## src/rtl/pgfetch_pkg.sv

```systemverilog
package pgfetch_pkg;

  localparam logic [1:0] PAGE_MODE_TWO_FOUR = 2'b01;

  typedef enum logic [2:0] {
    ST_IDLE,
    ST_HI_LATCH,
    ST_HI_HOLD,
    ST_LO_FIRST,
    ST_LO_LAST,
    ST_STALL
  } fetchState_t;

  typedef struct packed {
    logic loadAddr;   // take reqAddr into the address register
    logic markHit;    // accepted fetch is a page hit
    logic pageWrite;  // remember upper byte of accepted fetch
    logic pageClear;  // forget remembered page
    logic driveHi;    // upper byte on the address port
    logic driveLo;    // lower byte on the address port
    logic aleOn;      // latch strobe
    logic psenOn;     // read enable asserted
    logic capture;    // sample dataIn at the end of this clock
  } busStrobe_t;

endpackage

```

## src/rtl/pgfetch_ctrl.sv

```systemverilog
module pgfetch_ctrl
  import pgfetch_pkg::*;
#(
  parameter int MODE_W     = 2,
  parameter int STALL_CLKS = 2
) (
  input  logic              clk,
  input  logic              rstN,
  input  logic [MODE_W-1:0] modeSel,
  input  logic              pageEn,
  input  logic              reqValid,
  input  logic              stallReq,
  input  logic              pageHit,
  output logic              reqReady,
  output busStrobe_t        strobe
);

  localparam int CNT_W = (STALL_CLKS > 1) ? $clog2(STALL_CLKS) : 1;
  localparam logic [CNT_W-1:0] STALL_LAST = CNT_W'(STALL_CLKS - 1);

  fetchState_t state, stateNext;
  logic [CNT_W-1:0] stallCnt;
  logic pageActive;
  logic acceptSlot, startStall, startFetch, hitNow;

  // Mode select must read the two/four clock scheme and the enable must be set.
  always_ff @(posedge clk or negedge rstN) begin
    if (!rstN) pageActive <= 1'b0;
    else       pageActive <= pageEn && (modeSel == MODE_W'(PAGE_MODE_TWO_FOUR));
  end

  always_comb begin
    acceptSlot = (state == ST_IDLE) || (state == ST_LO_LAST) ||
                 ((state == ST_STALL) && (stallCnt == STALL_LAST));
    startStall = acceptSlot && stallReq;
    reqReady   = acceptSlot && !stallReq;
    startFetch = reqReady && reqValid;
    hitNow     = pageActive && pageHit;
  end

  always_comb begin
    stateNext = state;
    if (startStall)      stateNext = ST_STALL;
    else if (startFetch) stateNext = hitNow ? ST_LO_FIRST : ST_HI_LATCH;
    else if (acceptSlot) stateNext = ST_IDLE;
    else begin
      unique case (state)
        ST_HI_LATCH: stateNext = ST_HI_HOLD;
        ST_HI_HOLD:  stateNext = ST_LO_FIRST;
        ST_LO_FIRST: stateNext = ST_LO_LAST;
        default:     stateNext = state;
      endcase
    end
  end

  always_ff @(posedge clk or negedge rstN) begin
    if (!rstN) begin
      state    <= ST_IDLE;
      stallCnt <= '0;
    end else begin
      state <= stateNext;
      if (startStall)              stallCnt <= '0;
      else if (state == ST_STALL)  stallCnt <= stallCnt + 1'b1;
    end
  end

  always_comb begin
    strobe           = '0;
    strobe.loadAddr  = startFetch;
    strobe.markHit   = startFetch && hitNow;
    strobe.pageWrite = startFetch && !hitNow && pageActive;
    strobe.pageClear = !pageActive;
    strobe.driveHi   = (state == ST_HI_LATCH) || (state == ST_HI_HOLD);
    strobe.driveLo   = (state == ST_LO_FIRST) || (state == ST_LO_LAST);
    strobe.aleOn     = (state == ST_HI_LATCH);
    strobe.psenOn    = strobe.driveLo;
    strobe.capture   = (state == ST_LO_LAST);
  end

endmodule

```

## src/rtl/pgfetch_dpath.sv

```systemverilog
module pgfetch_dpath
  import pgfetch_pkg::*;
#(
  parameter int PORT_W    = 8,
  parameter bit IDLE_HIGH = 1'b1
) (
  input  logic                clk,
  input  logic                rstN,
  input  logic [2*PORT_W-1:0] reqAddr,
  input  logic [PORT_W-1:0]   dataIn,
  input  busStrobe_t          strobe,
  output logic                pageHit,
  output logic [PORT_W-1:0]   addrBus,
  output logic                aleOut,
  output logic                psenN,
  output logic                fetchValid,
  output logic [PORT_W-1:0]   fetchData,
  output logic                fetchHit
);

  localparam int ADDR_W = 2 * PORT_W;

  logic [ADDR_W-1:0] addrReg;
  logic [PORT_W-1:0] pageHi;
  logic              pageValid;
  logic              hitReg;
  logic [PORT_W-1:0] idleLevel;

  generate
    if (IDLE_HIGH) begin : g_idleHigh
      assign idleLevel = '1;
    end else begin : g_idleLow
      assign idleLevel = '0;
    end
  endgenerate

  assign pageHit = pageValid && (reqAddr[ADDR_W-1:PORT_W] == pageHi);

  always_ff @(posedge clk or negedge rstN) begin
    if (!rstN) begin
      addrReg   <= '0;
      pageHi    <= '0;
      pageValid <= 1'b0;
      hitReg    <= 1'b0;
    end else begin
      if (strobe.loadAddr) begin
        addrReg <= reqAddr;
        hitReg  <= strobe.markHit;
      end
      if (strobe.pageClear) pageValid <= 1'b0;
      else if (strobe.pageWrite) begin
        pageHi    <= reqAddr[ADDR_W-1:PORT_W];
        pageValid <= 1'b1;
      end
    end
  end

  always_ff @(posedge clk or negedge rstN) begin
    if (!rstN) begin
      fetchValid <= 1'b0;
      fetchData  <= '0;
      fetchHit   <= 1'b0;
    end else begin
      fetchValid <= strobe.capture;
      if (strobe.capture) begin
        fetchData <= dataIn;
        fetchHit  <= hitReg;
      end
    end
  end

  always_comb begin
    if (strobe.driveHi)      addrBus = addrReg[ADDR_W-1:PORT_W];
    else if (strobe.driveLo) addrBus = addrReg[PORT_W-1:0];
    else                     addrBus = idleLevel;
    aleOut = strobe.aleOn;
    psenN  = !strobe.psenOn;
  end

endmodule

```

## src/rtl/pgfetch_top.sv

```systemverilog
module pgfetch_top
  import pgfetch_pkg::*;
#(
  parameter int PORT_W     = 8,
  parameter int MODE_W     = 2,
  parameter int STALL_CLKS = 2
) (
  input  logic                clk,
  input  logic                rstN,
  input  logic [MODE_W-1:0]   modeSel,
  input  logic                pageEn,
  input  logic                reqValid,
  input  logic [2*PORT_W-1:0] reqAddr,
  input  logic                stallReq,
  output logic                reqReady,
  output logic [PORT_W-1:0]   addrBus,
  input  logic [PORT_W-1:0]   dataIn,
  output logic                aleOut,
  output logic                psenN,
  output logic                fetchValid,
  output logic [PORT_W-1:0]   fetchData,
  output logic                fetchHit
);

  busStrobe_t strobe;
  logic       pageHit;

  pgfetch_ctrl #(.MODE_W(MODE_W), .STALL_CLKS(STALL_CLKS)) u_ctrl (
    .clk(clk), .rstN(rstN), .modeSel(modeSel), .pageEn(pageEn),
    .reqValid(reqValid), .stallReq(stallReq), .pageHit(pageHit),
    .reqReady(reqReady), .strobe(strobe)
  );

  pgfetch_dpath #(.PORT_W(PORT_W)) u_dpath (
    .clk(clk), .rstN(rstN), .reqAddr(reqAddr), .dataIn(dataIn),
    .strobe(strobe), .pageHit(pageHit), .addrBus(addrBus),
    .aleOut(aleOut), .psenN(psenN), .fetchValid(fetchValid),
    .fetchData(fetchData), .fetchHit(fetchHit)
  );

endmodule

```

## config.mk

```make
export PLATFORM = sky130hd
export DESIGN_NAME = pgfetch_top
export DESIGN_NICKNAME = d
export VERILOG_FILES = /design/src/rtl/pgfetch_pkg.sv /design/src/rtl/pgfetch_ctrl.sv /design/src/rtl/pgfetch_dpath.sv /design/src/rtl/pgfetch_top.sv
export SDC_FILE = /design/constraint.sdc
export NUM_CORES = 1
export LEC_CHECK = 0
export BUFFER_PORTS_ARGS = -buffer_cell sky130_fd_sc_hd__buf_2
export CAP_MARGIN = 20
export CORE_UTILIZATION = 52
export DETAILED_ROUTE_END_ITERATION = 6
export GPL_ROUTABILITY_DRIVEN = 1
export PLACE_DENSITY = 0.89
export RECOVER_POWER = 50
export SLEW_MARGIN = 20
export SYNTH_ARGS = -nofsm -noshare
export SYNTH_HDL_FRONTEND = slang
export SYNTH_HIERARCHICAL = 1
export SYNTH_SLANG_ARGS = --single-unit
export TNS_END_PERCENT = 10
```

## constraint.sdc

```tcl
create_clock -name clk -period 2.67 [get_ports clk]
set_clock_uncertainty 0.15 [all_clocks]
set_input_delay 0.4005 -clock clk [delete_from_list [all_inputs] [get_ports clk]]
set_output_delay 0.4005 -clock clk [all_outputs]
set_load 0.03 [all_outputs]
```

After elaboration in Yosys (flattened, before gate mapping)
Cells that the tools add are included.

Bits in writable memories: 0. Register bits: 41. Bits in read-only memories: 0. Input bits: 31. Output and inout bits: 21. Memories kept: 0. Word-level logic and storage cells: 51. Latch bits: 0.

Mux-type cells: 11. Reductions and logical operators: 21. Shifts and indexed selects: 0. Eq/ne operators: 8. Add/subtract/negate cells: 1. Divide/modulo/power cells: 0. $mul: 0. Magnitude comparators: 0. Bitwise logic cells: 0.

Operator list (number): $mux 8 (2); $logic_and 1x1->1 (10); $mux 3 (3); $pmux 3 s3 (1); $eq 8x8->1 (1); $eq 3x2->1 const B (2); $eq 3x3->1 const B (2); $reduce_bool 6->1 (1); $logic_or 1x1->1 (4); $mux 1 (4); $eq 3x1->1 const B (1); $logic_not 1->1 (3); $logic_not 3->1 (1); $eq 2x1->1 const B (1); $mux 2 (1); $ne 2x2->1 const B (1); $reduce_and 2->1 (1); $reduce_bool 2->1 (1); $add 1x1->1 const B (1).

Depth between registers and ports, before layout
Gate-level depths: netlist of run 1.

Depth after elaboration: 9. Mapped depth: 8. Depth with buffers taken out: 6.

By module
Netlist of run 1, hierarchy kept.

Modules (own cells, without submodules): pgfetch_dpath (seq. area each 900.9 sq um, instances 1, area an instance 1594.0 sq um, cells an instance 126); pgfetch_ctrl (seq. area each 125.1 sq um, instances 1, area an instance 394.1 sq um, cells an instance 43).

Least setup slack after synthesis of run 1
No wires, ideal clock.

Path kind: flip-flop to output port. From: reg u_ctrl.state[2]. To: out addrBus[0]. Data required time: 2.119 ns. Slack: 0.501 ns. Buffers on the path: 2. Stages on the path, launching flop included: 8. Arrival time: 1.618 ns. Path through: dfrtp_1 buf_2 and3_1 nand2b_1 buf_4 nand2b_1 nor2_1 a21oi_1.

RTL lines: start: declaration (line pgfetch_ctrl.sv:21) `fetchState_t state, stateNext;`; start signal: assignment (line pgfetch_ctrl.sv:61) `state <= stateNext;`; end: declaration (line pgfetch_top.sv:16) `output logic [PORT_W-1:0] addrBus,`.

==> results.toml, run 1 <==
[run_status]
status = "finished, final reports clean"

[timing]
final-hold-violation-count = 0
setup_viol = 0
holdWs_ns = 0.0682
relSlewSlack_pct = 42.0
worstMarginPinSlew_ns = 0.869
period_share_pct = 91.7
grt_setup_unrepaired = "no"
fin_setup_tns_ns = 0
max_freq_mhz = 408
setup_ws_ns = 0.222
min_period_ns = 2.45
slew_violations = 0

[final_layout]
final_util_pct = 63.1
area_delta_synth_final_pct = 16.2
antenna_cells = 0
fin_nets = 249
drive_gt1_share_pct = 40.6
fin_cells = 267
final_area_sq_um = 2310
fill_cells = 284

[critical_path]
crit_path_max_fanout = 13
start_kind = "flip-flop"
crit_top_cell = "nand2b_1"
critPathKind = "flip-flop to output pin"
critPathRequiredTime_ns = 2.12
cp_cell_sequence = "inv_1 -> and3_1 -> nand2b_1 -> nand2b_1 -> nor2_1 -> a21oi_1 -> buf_2"
crit_slowest_cell = "dfrtp_2"
critPathCaptureType = "output pin"
critPathMaxStageDelay_ns = 0.52
critPathArrivalTime_ns = 1.90

[clock_network]
numCtsBuffers = 5
clk_pin_slew_worst_paths_ns = 0.08
root_buffer = "clkbuf_8"
clockBufferDepth = 2
cts_setup_buffers = 0
clk_latency_ns = 0.29
cts.htree.levels = 2
ctsResizeCount = 0
cts_tree = "built"
numClockSinks = 41
ctsHoldBuffers = 0

[synthesis]
syn-cell-area_sq_um = 1990
synthDistinctLibCells = 32
synth-main-ff-cell = "dfrtp_1"
netlist.area_leader.share_pct = 51.6
synth_seq_cells = 41
yosysTopAreaCell = "dfrtp_1"
syn_area_per_cell_sq_um = 11.8
synth-async-reset-ratio_pct = 100
syn_inst = 169
syn_nets = 200
synth_area_leaders = "dfrtp_1, mux2_4, mux2_2"
synth_seq_area_share_pct = 51.6
ys.warnings.count = 6
synth_edf_count = 0

[detailed_routing]
drcViolationCount = 0
vias = 1373
firstDrtPassIters = 4
wirelength_um = 3660
wl_per_cell_um = 13.7
drt-initial-drc-count = 43
viasPerCell = 5.14
ant_nets = 0

[die]
rows = 22
die_height_um = 63.8
die_x_um = 63.8
initial_utilization_pct = 54.3
die_area_sq_um = 4070
ioPinCount = 52
core_area_sq_um = 3660

[pwr]
pwr-share-clk_pct = 14.3
power_mw = 2.71
p_leak_nw = 1.07
powerDensity_nw_per_um2 = 1170
ir_worst_vdd_uv = 737
intPower_mw = 1.54
pwr-share-comb_pct = 47.3
p_sw_mw = 1.17
p_sw_share_pct = 43.2
seqPwrFrac_pct = 38.3

[global_routing]
gr-total-overflow = 0
antenna_found_initial = 0
use_met1_pct = 27.1
grt_util_met3_pct = 3.21
grt_use_met2_pct = 33.2
grt_pass1_vias = 1286
busiest_layer = "met2"
grt_start_max_net_pins = 42
grt_pass1_wl_um = 6220
grt_util_all_layers_pct = 20.3

[place]
gp_congestion = 0.733
numPortBuffers = 51
post_dp_cell_area_sq_um = 2230
dp_hpwl_um = 2570
post-place-cells = 259
post-place-ws_ns = 0.447

[worst_hold_path]
hold_class = "input pin to asynchronous set/reset pin"

[job]
drv_cap = 0
==> cells in the final DEF (no fill, tap or decap) <==
master,n
buf_2,45
dfrtp_1,40
nor2_1,14
mux2_2,14
inv_1,12
mux2_4,12
nand2_1,10
a21oi_1,10
o21ai_0,10
xnor2_1,9
clkbuf_1,6
clkbuf_8,5
nor3_1,4
buf_4,3
clkinv_2,2
nand2b_1,2
o21a_1,2
nor3b_1,2
clkinvlp_4,1
inv_2,1
and3_1,1
a21boi_4,1
nor4b_4,1
nand4b_1,1
nor3_2,1
nor3b_2,1
nand3b_1,1
mux2i_1,1
o32a_1,1
o21bai_1,1
a32oi_1,1
dfrtp_2,1
nand3_1,1
nand4_1,1
nor2b_4,1
==> power groups by stage <==
stage	clock network [mW]	registers (mW)	logic, mW
5_1_grt	0.432	1.07	1.38
3_5_place_dp	0	1.04	1.29
2_1_floorplan	0	1.10	0.939
4_1_cts	0.397	1.03	1.31
3_3_place_gp	0	1.03	1.27
6_report	0.389	1.04	1.29
==> routing by layer <==
| metal | vias to the layer above | share of wire [%] |
|---|---|---|
| met1 | 677 | 46 |
| met5 | - | 0 |
| li1 | 659 | - |
| met2 | 33 | 50 |
| met4 | 0 | 0.90 |
| met3 | 4 | 3.0 |
==> cells by family after synthesis <==
family,share of synthesized area (%)
AOI/OAI and AO/OA,8.06
xor gates and xnor gates,3.96
buffers and inverters,7.24
DFF,51.6
muxes,17.5
and+or+nand+nor,11.6
==> cells in the mapped netlist, types with 2 or more instances <==
cell,instances
dfrtp_1,41
mux2_2,14
nor2_1,14
inv_1,12
mux2_4,12
a21oi_1,10
nand2_1,10
o21ai_0,9
xnor2_1,9
buf_2,4
buf_4,4
buf_6,4
nor3_1,4
nand2b_1,2
nor3b_1,2
o21a_1,2
==> final cells by class <==
type                            count  area, sq um  area share (%)
Clock inverter                      3         17.5           0.758
Tap cell                           48         60.1            2.60
Clock buffer                        5         68.8            2.98
Inverter                           13         48.8            2.11
Multi-Input combinational cell    103          818            35.4
Sequential cell                    41         1030            44.5
Timing Repair Buffer               54          270            11.7
==> path summary, 6_finish.rpt <==
kind | cells after the start | slack, ns | startpoint | end
worst max-delay path | 7 | 0.22 | u_ctrl/state[1] | addrBus[7]
worst min-delay path | 1 | 0.07 | rstN | u_dpath/addrReg[12]
worst max register to register | 5 | 0.55 | u_ctrl/state[2] | u_dpath/pageHi[6]
worst min register to register | 1 | 0.36 | u_dpath/fetchData[2] | u_dpath/fetchData[2]
max in group asynchronous | 1 | 1.70 | rstN | u_ctrl/state[1]
min in group clk | 2 | 0.10 | modeSel[1] | u_ctrl/pageActive
==> sequential cells by signal, summed over array words and instances (netlist names) <==
signal and cells:
u_ctrl/stallCnt 1, u_dpath/addrReg 16, u_dpath/pageValid 1, u_ctrl/state 3, u_dpath/hitReg 1, u_dpath/pageHi 8, u_dpath/fetchValid 1, u_dpath/fetchData 8
u_ctrl/pageActive 1, u_dpath/fetchHit 1
==> worst max-delay path: cells and delay by family, from the launching register on <==
family | cells | cell delay, ns
AOI/OAI and AO/OA | 1 | 0.11
buffers and inverters | 2 | 0.31
DFF | 1 | 0.52
and+or+nand+nor | 4 | 0.67
Power figures use the tool's default switching activity.
==> run 2: changes to the inputs <==
--- a/config.mk
+++ b/config.mk
@@ -7,11 +7,12 @@
 export LEC_CHECK = 0
 export BUFFER_PORTS_ARGS = -buffer_cell sky130_fd_sc_hd__buf_2
 export CAP_MARGIN = 20
-export CORE_UTILIZATION = 52
+export CORE_UTILIZATION = 35
 export DETAILED_ROUTE_END_ITERATION = 6
 export GPL_ROUTABILITY_DRIVEN = 1
-export PLACE_DENSITY = 0.89
+export PLACE_DENSITY = 0.67
 export RECOVER_POWER = 50
+export REMOVE_ABC_BUFFERS = 1
 export SLEW_MARGIN = 20
 export SYNTH_ARGS = -nofsm -noshare
 export SYNTH_HDL_FRONTEND = slang
==> results.toml, run 2 (synthesis results as in run 1) <==
[detailed_routing]
vias = 1349
viasPerCell = 4.62
ant_nets = 0
wirelength_um = 3650
firstDrtPassIters = 4
drcViolationCount = 0
wl_per_cell_um = 12.5
drt-initial-drc-count = 82

[clock_network]
root_buffer = "clkbuf_8"
cts_tree = "built"
clockBufferDepth = 2
ctsHoldBuffers = 0
clk_latency_ns = 0.29
numClockSinks = 41
cts.htree.levels = 2
clk_pin_slew_worst_paths_ns = 0.08
numCtsBuffers = 5

[timing]
min_period_ns = 2.42
relSlewSlack_pct = 34.0
setup_viol = 0
worstMarginPinSlew_ns = 0.991
slew_violations = 0
grt_setup_unrepaired = "no"
setup_ws_ns = 0.246
holdWs_ns = 0.106
final-hold-violation-count = 0
period_share_pct = 90.8
max_freq_mhz = 412

[die]
ioPinCount = 52
initial_utilization_pct = 36.1
core_area_sq_um = 5510
die_height_um = 77.4
rows = 27
die_area_sq_um = 5990
die_x_um = 77.4

[final_layout]
layout_commonest_cell = "buf_2"
drive_gt1_share_pct = 40.5
largest_reg_flops = 16
final_cell_mix = "buf_2, dfrtp_1, nor2_1, mux2_2"
fin_nets = 250
reg.largest.list = "u_dpath/addrReg (16), u_dpath/fetchData (8), u_dpath/pageHi (8)"
largest_register = "u_dpath/addrReg"
area_delta_synth_final_pct = 19.5
antenna_cells = 0

[global_routing]
grt_pass1_wl_um = 6400
use_met1_pct = 18.1
antenna_found_initial = 0
grt_util_met3_pct = 2.82
grt_util_all_layers_pct = 13.6
grt_use_met2_pct = 21.8
gr-total-overflow = 0
grt_pass1_vias = 1349
grt_start_max_net_pins = 42
busiest_layer = "met2"

[critical_path]
crit_path_max_fanout = 7
r2r_setup_slack_ns = 0.54
start_kind = "flip-flop"
critPathRequiredTime_ns = 2.12
ff2ff_path_depth = 5
critPathKind = "flip-flop to output pin"
critPathCaptureType = "output pin"
critPathArrivalTime_ns = 1.87

[place]
numPortBuffers = 51
dp_hpwl_um = 2740
gp_congestion = 0.812
post-place-ws_ns = 0.454

[pwr]
ir_worst_vdd_uv = 398
powerDensity_nw_per_um2 = 1190
p_leak_nw = 1.09
power_mw = 2.83

[worst_hold_path]
hold_class = "input pin to asynchronous set/reset pin"

[run_status]
status = "finished, final reports clean"

[job]
drv_cap = 0
## run 2: cell types whose count changed in the layout (fill, tap and decap cells not counted), sizes merged
cell and change:
clkbuf +3, clkinv -2, bufinv +1, clkinvlp -1
## run 2: final cells by class
class	instances	area, sq um
clock inverters	1	30.0
inverters	13	48.8
flip-flops and latches	41	1030
fillers	529	3130
repair buffers	55	275
well taps	72	90.1
clock buffers	7	86.3
multi-input cells	103	818
## run 2: path summary, 6_finish.rpt
check | start | to
worst max-delay path | u_ctrl/state[0] | addrBus[0]
worst min-delay path | rstN | u_dpath/addrReg[12]
worst max register to register | u_ctrl/state[2] | u_dpath/pageHi[0]
worst min register to register | u_dpath/fetchData[6] | u_dpath/fetchData[6]
max in group asynchronous | rstN | u_ctrl/state[1]
min in group clk | modeSel[1] | u_ctrl/pageActive
## run 2: through the flow
step / TNS, ns / utilization (%) / instances / area [sq um]
finish: 0 / 43.1 / 292 / 2380
global route: 0 / 43.1 / 292 / 2380
CTS: 0 / 43.3 / 292 / 2380
detailed placement: 0 / 41.2 / 284 / 2270
global placement: 0 / 41.2 / 284 / 2270
floorplan: -0.0435 / - / 157 / 1890
## run 2: what timing repair did
item / CTS / global route
setup buffers: 0 / 0
setup endpoints to repair: 0 / 4
gates resized for setup: 0 / 1
## run 2: worst max-delay path: stages (launching register included)
cell and delay [ns]:
dfrtp_1 0.49, inv_2 0.09, and3_1 0.20, nand2b_1 0.18
nand2b_1 0.23, nor2_1 0.06, a21oi_1 0.12, buf_2 0.22
## run 2: power breakdown
| part | switching (mW) | leakage, nW | internal [mW] |
|---|---|---|---|
| Combinational | 0.782 | 0.521 | 0.511 |
| Sequential | 0.173 | 0.508 | 0.858 |
| Clock | 0.203 | 0.0585 | 0.305 |
## run 2: per-layer routing
| metal | routed length, um | part of all wire, % |
|---|---|---|
| met5 | 0 | 0 |
| met4 | 80 | 2.2 |
| met2 | 1730 | 47 |
| met3 | 103 | 2.8 |
| met1 | 1740 | 48 |
